### src/rtl/dispctl_pkg.sv
package dispctl_pkg;

    localparam int WORD_W      = 32;
    localparam int CMD_W       = 8;
    localparam int PAY_W       = WORD_W - CMD_W;
    localparam int ENV_COUNT   = 8;
    localparam int ENV_IDX_W   = $clog2(ENV_COUNT);
    localparam int SX_W        = 10;
    localparam int SY_W        = 9;
    localparam int HR_W        = 12;
    localparam int VR_W        = 10;
    localparam int RES_W       = 10;
    localparam int DIV_W       = 4;

    localparam logic [WORD_W-1:0] STATUS_INIT = 32'h1480_2000;
    localparam int BLANK_BIT   = 23;
    localparam int DMA_LO      = 29;
    localparam int DMA_HI      = 30;
    localparam int MODE_LO     = 16;
    localparam int MODE_HI     = 22;

    localparam logic [WORD_W-1:0] MASK_NARROW  = 32'h000F_FFFF;
    localparam logic [WORD_W-1:0] MASK_WIDE    = 32'h003F_FFFF;
    localparam logic [WORD_W-1:0] VERSION_WORD = 32'h0000_0002;

    typedef enum logic [3:0] {
        OP_NONE,
        OP_RESET,
        OP_FLUSH,
        OP_BLANK,
        OP_DMA,
        OP_START,
        OP_HRANGE,
        OP_VRANGE,
        OP_MODE,
        OP_QUERY
    } op_e;

    typedef struct packed {
        op_e              op;
        logic [PAY_W-1:0] pay;
    } action_t;

    function automatic logic [RES_W-1:0] mode_width(input logic [2:0] idx);
        if (idx[0]) return RES_W'(368);
        case (idx[2:1])
            2'd0:    return RES_W'(256);
            2'd1:    return RES_W'(320);
            2'd2:    return RES_W'(512);
            default: return RES_W'(640);
        endcase
    endfunction

    function automatic logic [DIV_W-1:0] mode_divider(input logic [2:0] idx);
        if (idx[0]) return DIV_W'(7);
        case (idx[2:1])
            2'd0:    return DIV_W'(10);
            2'd1:    return DIV_W'(8);
            2'd2:    return DIV_W'(5);
            default: return DIV_W'(4);
        endcase
    endfunction

endpackage

### src/rtl/dispctl_shadow.sv
module dispctl_shadow
    import dispctl_pkg::*;
#(
    parameter int SLOT_COUNT = 16
) (
    input  logic              clk,
    input  logic              rst,
    input  logic              wr_en,
    input  logic [WORD_W-1:0] wr_data,
    output logic              repeat_hit
);
    localparam int SLOT_IDX_W = $clog2(SLOT_COUNT);
    localparam int RESET_SLOT = 3;

    logic [WORD_W-1:0] slot_q [SLOT_COUNT];
    logic [CMD_W-1:0]  cmd;
    logic              in_range;
    logic              exempt;
    logic              accept;

    assign cmd      = wr_data[WORD_W-1 -: CMD_W];
    assign in_range = int'(cmd) < SLOT_COUNT;
    assign exempt   = (cmd == 8'h00) || (cmd == 8'h01) || (cmd == 8'h05);

    always_comb begin
        repeat_hit = 1'b0;
        if (wr_en && in_range && !exempt)
            repeat_hit = (slot_q[cmd[SLOT_IDX_W-1:0]] == wr_data);
    end

    assign accept = wr_en && !repeat_hit;

    for (genvar g = 0; g < SLOT_COUNT; g++) begin : g_slot
        localparam logic [WORD_W-1:0] CLEAR_VAL =
            (g == RESET_SLOT) ? WORD_W'(1) : '0;
        always_ff @(posedge clk) begin
            if (rst) begin
                slot_q[g] <= CLEAR_VAL;
            end else if (accept) begin
                if (cmd == 8'h00)
                    slot_q[g] <= CLEAR_VAL;
                else if (cmd == CMD_W'(g))
                    slot_q[g] <= wr_data;
            end
        end
    end

endmodule

### src/rtl/dispctl_decode.sv
module dispctl_decode
    import dispctl_pkg::*;
(
    input  logic              wr_en,
    input  logic              repeat_hit,
    input  logic [WORD_W-1:0] wr_data,
    output action_t           act
);
    logic [CMD_W-1:0] cmd;
    assign cmd = wr_data[WORD_W-1 -: CMD_W];

    always_comb begin
        act.pay = wr_data[PAY_W-1:0];
        act.op  = OP_NONE;
        if (wr_en && !repeat_hit) begin
            case (cmd)
                8'h00:   act.op = OP_RESET;
                8'h01:   act.op = OP_FLUSH;
                8'h03:   act.op = OP_BLANK;
                8'h04:   act.op = OP_DMA;
                8'h05:   act.op = OP_START;
                8'h06:   act.op = OP_HRANGE;
                8'h07:   act.op = OP_VRANGE;
                8'h08:   act.op = OP_MODE;
                default: act.op = (cmd[7:4] == 4'h1) ? OP_QUERY : OP_NONE;
            endcase
        end
    end

endmodule

### src/rtl/dispctl_state.sv
module dispctl_state
    import dispctl_pkg::*;
(
    input  logic                        clk,
    input  logic                        rst,
    input  action_t                     act,
    input  logic [ENV_COUNT*WORD_W-1:0] env_flat,
    output logic [WORD_W-1:0]           status_q,
    output logic [WORD_W-1:0]           latch_q,
    output logic [SX_W-1:0]             sx_q,
    output logic [SY_W-1:0]             sy_q,
    output logic [HR_W-1:0]             hx1_q,
    output logic [HR_W-1:0]             hx2_q,
    output logic [VR_W-1:0]             vy1_q,
    output logic [VR_W-1:0]             vy2_q,
    output logic                        flush_q,
    output logic                        dims_q
);
    localparam int MODE_W = MODE_HI - MODE_LO + 1;

    logic [WORD_W-1:0] env_w [ENV_COUNT];
    logic              query_hit;
    logic [WORD_W-1:0] query_val;

    for (genvar g = 0; g < ENV_COUNT; g++) begin : g_env
        assign env_w[g] = env_flat[g*WORD_W +: WORD_W];
    end

    always_comb begin
        query_hit = 1'b1;
        query_val = '0;
        case (act.pay[3:0])
            4'h2, 4'h3, 4'h4: query_val = env_w[act.pay[ENV_IDX_W-1:0]] & MASK_NARROW;
            4'h5:             query_val = env_w[5] & MASK_WIDE;
            4'h7:             query_val = VERSION_WORD;
            default:          query_hit = 1'b0;
        endcase
    end

    always_ff @(posedge clk) begin
        if (rst) begin
            status_q <= STATUS_INIT;
            latch_q  <= '0;
            sx_q     <= '0;
            sy_q     <= '0;
            hx1_q    <= '0;
            hx2_q    <= '0;
            vy1_q    <= '0;
            vy2_q    <= '0;
            flush_q  <= 1'b0;
            dims_q   <= 1'b0;
        end else begin
            flush_q <= 1'b0;
            dims_q  <= 1'b0;
            case (act.op)
                OP_RESET: begin
                    status_q <= STATUS_INIT;
                    latch_q  <= '0;
                    sx_q     <= '0;
                    sy_q     <= '0;
                    hx1_q    <= '0;
                    hx2_q    <= '0;
                    vy1_q    <= '0;
                    vy2_q    <= '0;
                    flush_q  <= 1'b1;
                end
                OP_FLUSH:  flush_q <= 1'b1;
                OP_BLANK:  status_q[BLANK_BIT] <= act.pay[0];
                OP_DMA:    status_q[DMA_HI:DMA_LO] <= act.pay[1:0];
                OP_START: begin
                    sx_q <= act.pay[SX_W-1:0];
                    sy_q <= act.pay[10 +: SY_W];
                end
                OP_HRANGE: begin
                    hx1_q  <= act.pay[HR_W-1:0];
                    hx2_q  <= act.pay[HR_W +: HR_W];
                    dims_q <= 1'b1;
                end
                OP_VRANGE: begin
                    vy1_q  <= act.pay[VR_W-1:0];
                    vy2_q  <= act.pay[VR_W +: VR_W];
                    dims_q <= 1'b1;
                end
                OP_MODE: begin
                    status_q[MODE_HI:MODE_LO] <= MODE_W'({act.pay[5:0], act.pay[6]});
                    dims_q <= 1'b1;
                end
                OP_QUERY: if (query_hit) latch_q <= query_val;
                default: ;
            endcase
        end
    end

endmodule

### src/rtl/dispctl_decoder.sv
module dispctl_decoder
    import dispctl_pkg::*;
#(
    parameter int SLOT_COUNT = 16
) (
    input  logic                        clk,
    input  logic                        rst,
    input  logic                        wr_en,
    input  logic [WORD_W-1:0]           wr_data,
    input  logic [ENV_COUNT*WORD_W-1:0] env_flat,
    input  logic                        rd_sel,
    output logic [WORD_W-1:0]           rd_data,
    output logic                        flush_pulse,
    output logic                        dims_changed,
    output logic [SX_W-1:0]             start_x,
    output logic [SY_W-1:0]             start_y,
    output logic [HR_W-1:0]             h_first,
    output logic [HR_W-1:0]             h_last,
    output logic [VR_W-1:0]             v_first,
    output logic [VR_W-1:0]             v_last,
    output logic [RES_W-1:0]            h_res,
    output logic [DIV_W-1:0]            h_div
);
    logic              repeat_hit;
    action_t           act;
    logic [WORD_W-1:0] status_q;
    logic [WORD_W-1:0] latch_q;

    dispctl_shadow #(.SLOT_COUNT(SLOT_COUNT)) u_shadow (
        .clk        (clk),
        .rst        (rst),
        .wr_en      (wr_en),
        .wr_data    (wr_data),
        .repeat_hit (repeat_hit)
    );

    dispctl_decode u_decode (
        .wr_en      (wr_en),
        .repeat_hit (repeat_hit),
        .wr_data    (wr_data),
        .act        (act)
    );

    dispctl_state u_state (
        .clk      (clk),
        .rst      (rst),
        .act      (act),
        .env_flat (env_flat),
        .status_q (status_q),
        .latch_q  (latch_q),
        .sx_q     (start_x),
        .sy_q     (start_y),
        .hx1_q    (h_first),
        .hx2_q    (h_last),
        .vy1_q    (v_first),
        .vy2_q    (v_last),
        .flush_q  (flush_pulse),
        .dims_q   (dims_changed)
    );

    assign rd_data = rd_sel ? latch_q : status_q;
    assign h_res   = mode_width(status_q[MODE_LO +: 3]);
    assign h_div   = mode_divider(status_q[MODE_LO +: 3]);

endmodule

### config.mk
export PLATFORM = sky130hd
export DESIGN_NAME = dispctl_decoder
export DESIGN_NICKNAME = d
export VERILOG_FILES = /design/src/rtl/dispctl_pkg.sv /design/src/rtl/dispctl_shadow.sv /design/src/rtl/dispctl_decode.sv /design/src/rtl/dispctl_state.sv /design/src/rtl/dispctl_decoder.sv
export SDC_FILE = /design/constraint.sdc
export NUM_CORES = 1
export LEC_CHECK = 0
export ABC_AREA = 1
export BUFFER_PORTS_ARGS = -buffer_cell sky130_fd_sc_hd__buf_2
export CORE_UTILIZATION = 57
export DETAILED_ROUTE_END_ITERATION = 10
export GPL_ROUTABILITY_DRIVEN = 1
export HOLD_SLACK_MARGIN = 0.03
export PLACE_DENSITY_LB_ADDON = 0.05
export REMOVE_ABC_BUFFERS = 1
export SKIP_CTS_REPAIR_TIMING = 1
export SLEW_MARGIN = 5
export SYNTH_ARGS = -nofsm -noshare
export SYNTH_HDL_FRONTEND = slang
export SYNTH_SLANG_ARGS = --single-unit
### constraint.sdc
create_clock -name clk -period 5.6 [get_ports clk]
set_input_delay 1.12 -clock clk [delete_from_list [all_inputs] [get_ports clk]]
set_output_delay 1.12 -clock clk [all_outputs]
set_load 0.02 [all_outputs]
== After elaboration in Yosys (flattened, before gate mapping) ==
Memory sizes are Yosys's and may differ from the RTL's.
Index checks and enable logic that the tools add are counted.

* Bitwise operators: 32
* Muxes and demuxes: 142
* Order comparisons: 2
* Reduce and logical (&&, ||, !) cells: 21
* Equal/unequal tests: 34

{| class="wikitable"
|+ Operators by type and width
! operator !! number
|-
| $mux W32 || 33
|-
| $bmux W32 S3 || 1
|-
| $mux W1 || 86
|-
| $pmux W22 S3 || 1
|-
| $eq A8 B4 Y1 const B || 8
|-
| $pmux W32 S2 || 1
|-
| $pmux W10 S2 || 3
|-
| $pmux W12 S2 || 2
|-
| $mux W20 || 2
|-
| $eq A32 B32 Y1 || 1
|-
| $eq A8 B3 Y1 const B || 4
|-
| $pmux W4 S8 || 1
|-
| $or A1 B1 Y1 || 31
|-
| $pmux W10 S3 || 1
|-
| $eq A4 B3 Y1 const B || 7
|-
| $mux W10 || 2
|-
| $pmux W9 S2 || 1
|-
| $eq A4 B2 Y1 const B || 4
|-
| $eq A8 B2 Y1 const B || 2
|-
| $mux W4 || 4
|-
| $pmux W7 S2 || 1
|-
| $reduce_bool A2 Y1 || 7
|-
| $pmux W4 S3 || 1
|-
| $eq A4 B1 Y1 const B || 2
|-
| other kinds (19) || 25
|}

* Bits in writable memories: 512
* Output and inout bits: 111
* Bits in registers: 107
* Word-level logic and storage cells: 244
* Input port bits: 292
* Memories kept: 1

{| class="wikitable"
|+ Memory list
! memory !! depth !! width !! read ports !! clocked after memory_dff !! write ports !! RTL line !! source
|-
| u_shadow.slot_q || 16 || 32 || 1 || 0 || 16 || dispctl_shadow.sv:15 || <nowiki>logic [WORD_W-1:0] slot_q [SLOT_COUNT];</nowiki>
|}

== Logic depth before layout (Yosys ltp) ==
* Depth in word-level cells: 13
* Gate-level depth with buffers: 25
* Mapped depth without buffers: 21

== By module ==
From an unflattened synthesis, not the netlist that was laid out.

* Cells, all modules: 3354
* Area, all modules: 28626.2 um^2

{| class="wikitable"
|+ Modules (own cells, without submodules)
! module !! area each (um^2) !! times used !! sequential area each (um^2) !! cells each
|-
| dispctl_shadow || 22826.9 || 1 || 14413.8 || 2504
|-
| dispctl_state || 4808.4 || 1 || 1941.9 || 653
|-
| dispctl_decoder || 574.3 || 1 || 0.0 || 124
|-
| dispctl_decode || 416.6 || 1 || 0.0 || 73
|}

== Worst setup path before layout ==
Ideal clock, no wire load.

* Path type: in2reg
* Start point: in wr_data[24]
* End point: mem u_shadow.slot_q[14][0], enable pin
* Cell stages on the path: 21
* Data required time: 5.211 ns
* Buffers on the path: 4
* Library setup time: 0.389 ns
* Arrival time: 3.852 ns
* Path slack: 1.359 ns
* Cell sequence: buf_4 > nand2_1 > inv_2 > buf_4 > buf_2 > nand2_1 > nand2_1 > o21ai_1 > nand2_1 > nor2_1 > nand2_1 > nand3_1 > nor2_1 > nand2_1 > nor2_2 > nand2_4 > nand2_8 > nor4_2 > nand2_1 > buf_2 > nand2_1

{| class="wikitable"
|+ RTL lines
! item !! RTL line !! source
|-
| start: declaration || dispctl_decoder.sv:9 || <nowiki>input logic [WORD_W-1:0] wr_data,</nowiki>
|-
| end: declaration || dispctl_shadow.sv:15 ||
|}

==> impl_metrics.tcl <==
set metrics [dict create \
    synthAdderAreaFrac 0 \
    syn2layout_area_growth_pct 14.4 \
    num_rows 78 \
    crit_path_max_fanout 61 \
    worst_path_largest_cell_delay_ps 700 \
    wirelength_mm 76.0 \
    drc 0 \
    cp-end-kind "flop" \
    wl_met3_mm 5.35 \
    grt_max_degree 82 \
    yosys_warnings 0 \
    final-setup-viol-count 0 \
    rsz0062_at_grt "false" \
    maxSlewViolCount 0 \
    viasPerCell 5.55 \
    yosys.area_share.xor_xnor 0 \
    drtIter0Drc 2146 \
    critPathArrivalTime_ps 4970 \
    hold_slack_ps 456 \
    crit_top_cell "nand2_1" \
    netlist_area_um2 26600 \
    htree_levels 2 \
    dr_wl_met2_mm 38.4 \
    fp.dieArea_um2 47500 \
    met1_length_mm 29.1 \
    path_class "in2reg" \
    cts_buffers 59 \
    initial_core_util 0.581 \
    grt_pass1_vias 21000 \
    die_h_um 218 \
    synth_top_family_by_area "simple AND/OR/NAND/NOR gates" \
    cts_sinks 577 \
    drive_gt1_frac 0.130 \
    root_buffer "clkbuf_16" \
    syn_avg_cell_area_um2 8.77 \
    fin_crit_sh 0.819 \
    dp_hpwl_mm 48.3 \
    syn_inst 3030 \
    cts_tree "done" \
    cp-start-kind "primary input" \
    fin_setup_tns_ps 0 \
    synth_seq_area_share 0.616 \
    final_net_count 3573 \
    cts.path.max_buffers 3 \
    cp_num_buf_inv 5 \
    max-vdd-ir-drop_mv 0.241 \
    highest_layer "met5" \
    hold_class "reg2reg" \
    synthDistinctLibCells 42 \
    antenna_found_initial 2 \
    yosys.area_share.simple 0.297 \
    cp.required_ps 5980 \
    grt-ovfl-total 0 \
    maxSlewHeadroom 0.237 \
    preCtsSetupSlack_ps 419 \
    tightest_slew_ps 1140 \
    fp.dieW_um 218 \
    path_delay_family "simple AND/OR/NAND/NOR gates" \
    worstPathCellList "buf_6, buf_4, nand2_1, nand2_1, nand2_1, nand2_1, nand2_1, nand2_1, nor3_1, nor2_1, nand2_1, nor2_1, nand2_1, nor2_1, nand2_4, nand2_8, inv_2, a21oi_2, buf_4, nand2_2, buf_12" \
    powerDensity_nw_per_um2 311 \
    drv_cap 0 \
    gp_congestion 0.884 \
    wire_per_inst_um 19.4 \
    io_pins 403 \
    ys_seq_elements 577 \
    numPortBuffers 224 \
    firstDrtPassIters 5 \
    synth_mux_area_frac 0.000377 \
    layout.cells.non_filler 3926 \
    slowest_stage "buf_4" \
    leakagePower_nw 13.2 \
    post-route-worst-setup-slack_ps 1010 \
    skew_ps 20.8 \
    status "completed" \
    grt_use_total 0.320 \
    ant_nets 0 \
    place_inst 3820 \
    clk_pin_slew_ps 60 \
    synth_compound_area_frac 0.0362 \
    period_minus_slack_ps 4590 \
    coreArea_um2 45700 \
    grt_first_pass_wirelength_mm 116 \
    clk_latency_ps 640 \
    vias 21800 \
    fmax_mhz 218 \
    hold_violations 0 \
]
[cell usage in the layout (no fill, tap or decap), types with 17 or more instances in the layout]
cell type,n
conb_1,96
dfxtp_1,97
buf_2,221
nand3_1,192
o21ai_0,22
nor3_1,17
clkinv_1,17
a21oi_1,103
inv_1,75
edfxtp_1,480
o21ai_1,17
nand2_1,1184
nor2_1,537
buf_4,64
clkbuf_16,61
[cell families after synthesis]
group | count (synthesis)
AND/OR/NAND/NOR | 1979
flip-flops | 577
buffers and inverters | 298
AO/OA/AOI/OAI | 174
multiplexers | 1
other | 1
[through the flow]
stage               utilization  instance area, um^2  total power [mW]
global placement          0.626                28600              5.77
CTS                       0.665                30400              9.48
floorplan                     -                25900              5.42
detailed placement        0.626                28600              5.80
global route              0.665                30400              9.73
finish                    0.665                30400              9.45
[final cells by class]
cell class	count	area [um^2]
sequential	577	16400
inverter	93	353
tap	600	751
antenna	1	2.50
clock buffer	76	1590
multi-input combinational	2250	9250
timing repair buffer	300	1880
fill	3810	15300
clock inverter	29	200
[report_power, final]
part	internal [mW]	total (mW)	leakage, nW	switching [mW]
clock network	2.09	3.73	0.883	1.64
logic	0.227	0.816	6.96	0.590
registers	4.85	4.90	5.37	0.0546
total	7.16	9.45	13.2	2.29
[final timing paths]
check / end / start / cells past startpoint / slack (ps)
max: u_shadow.slot_q[10][17]$_SDFFCE_PN0P_ / wr_data[24] / 21 / 1010
min: u_state.sx_q[0]$_SDFFE_PP0P_ / u_state.sx_q[0]$_SDFFE_PP0P_ / 2 / 460
max reg2reg: u_shadow.slot_q[10][17]$_SDFFCE_PN0P_ / u_shadow.slot_q[7][28]$_SDFFCE_PN0P_ / 20 / 2190
min reg2reg: u_state.sx_q[0]$_SDFFE_PP0P_ / u_state.sx_q[0]$_SDFFE_PP0P_ / 2 / 460
[layer usage]
metal  vias to the layer above  track usage
met5                         -            0
met4                         2        0.153
met3                       182       0.0363
met2                       973        0.552
met1                     10400        0.403
li1                      10200            -
[cells in the mapped netlist, drive strengths merged]
master  count  share of area
clkinv      3        0.00042
clkbuf     78          0.011
o41ai      12         0.0040
dfxtp      97          0.073
nor3       18         0.0036
o311ai      1        0.00033
o22ai       6         0.0014
mux2i       1        0.00038
or2         1        0.00024
buf       127          0.026
and2        1        0.00024
o211ai      8         0.0023
edfxtp    480           0.54
o31ai       1        0.00028
a221oi      1        0.00033
nand4       7         0.0016
nand2    1196           0.17
inv        90          0.013
or3b       12         0.0040
nand3b      1        0.00028
nor4        1        0.00047
a21oi     104          0.020
a211oi      2        0.00057
o21ai      39         0.0073
nand3     194          0.037
nor2      548          0.079
conb        1        0.00014
[sequential cells by signal (all words and copies together) (netlist names)]
name	flops
u_state.latch_q	22
u_state.vy2_q	10
u_state.flush_q	1
u_state.vy1_q	10
u_state.hx1_q	12
u_state.sx_q	10
u_state.sy_q	9
u_shadow.slot_q	480
u_state.hx2_q	12
u_state.status_q	10
u_state.dims_q	1
[worst min-delay path, delay by kind of cell (launching register included)]
kind            cells  cell delay, ps
simple gates        1              60
compound gates      1              50
flops               1             300
Note: power is estimated with default switching activity, not from simulation.
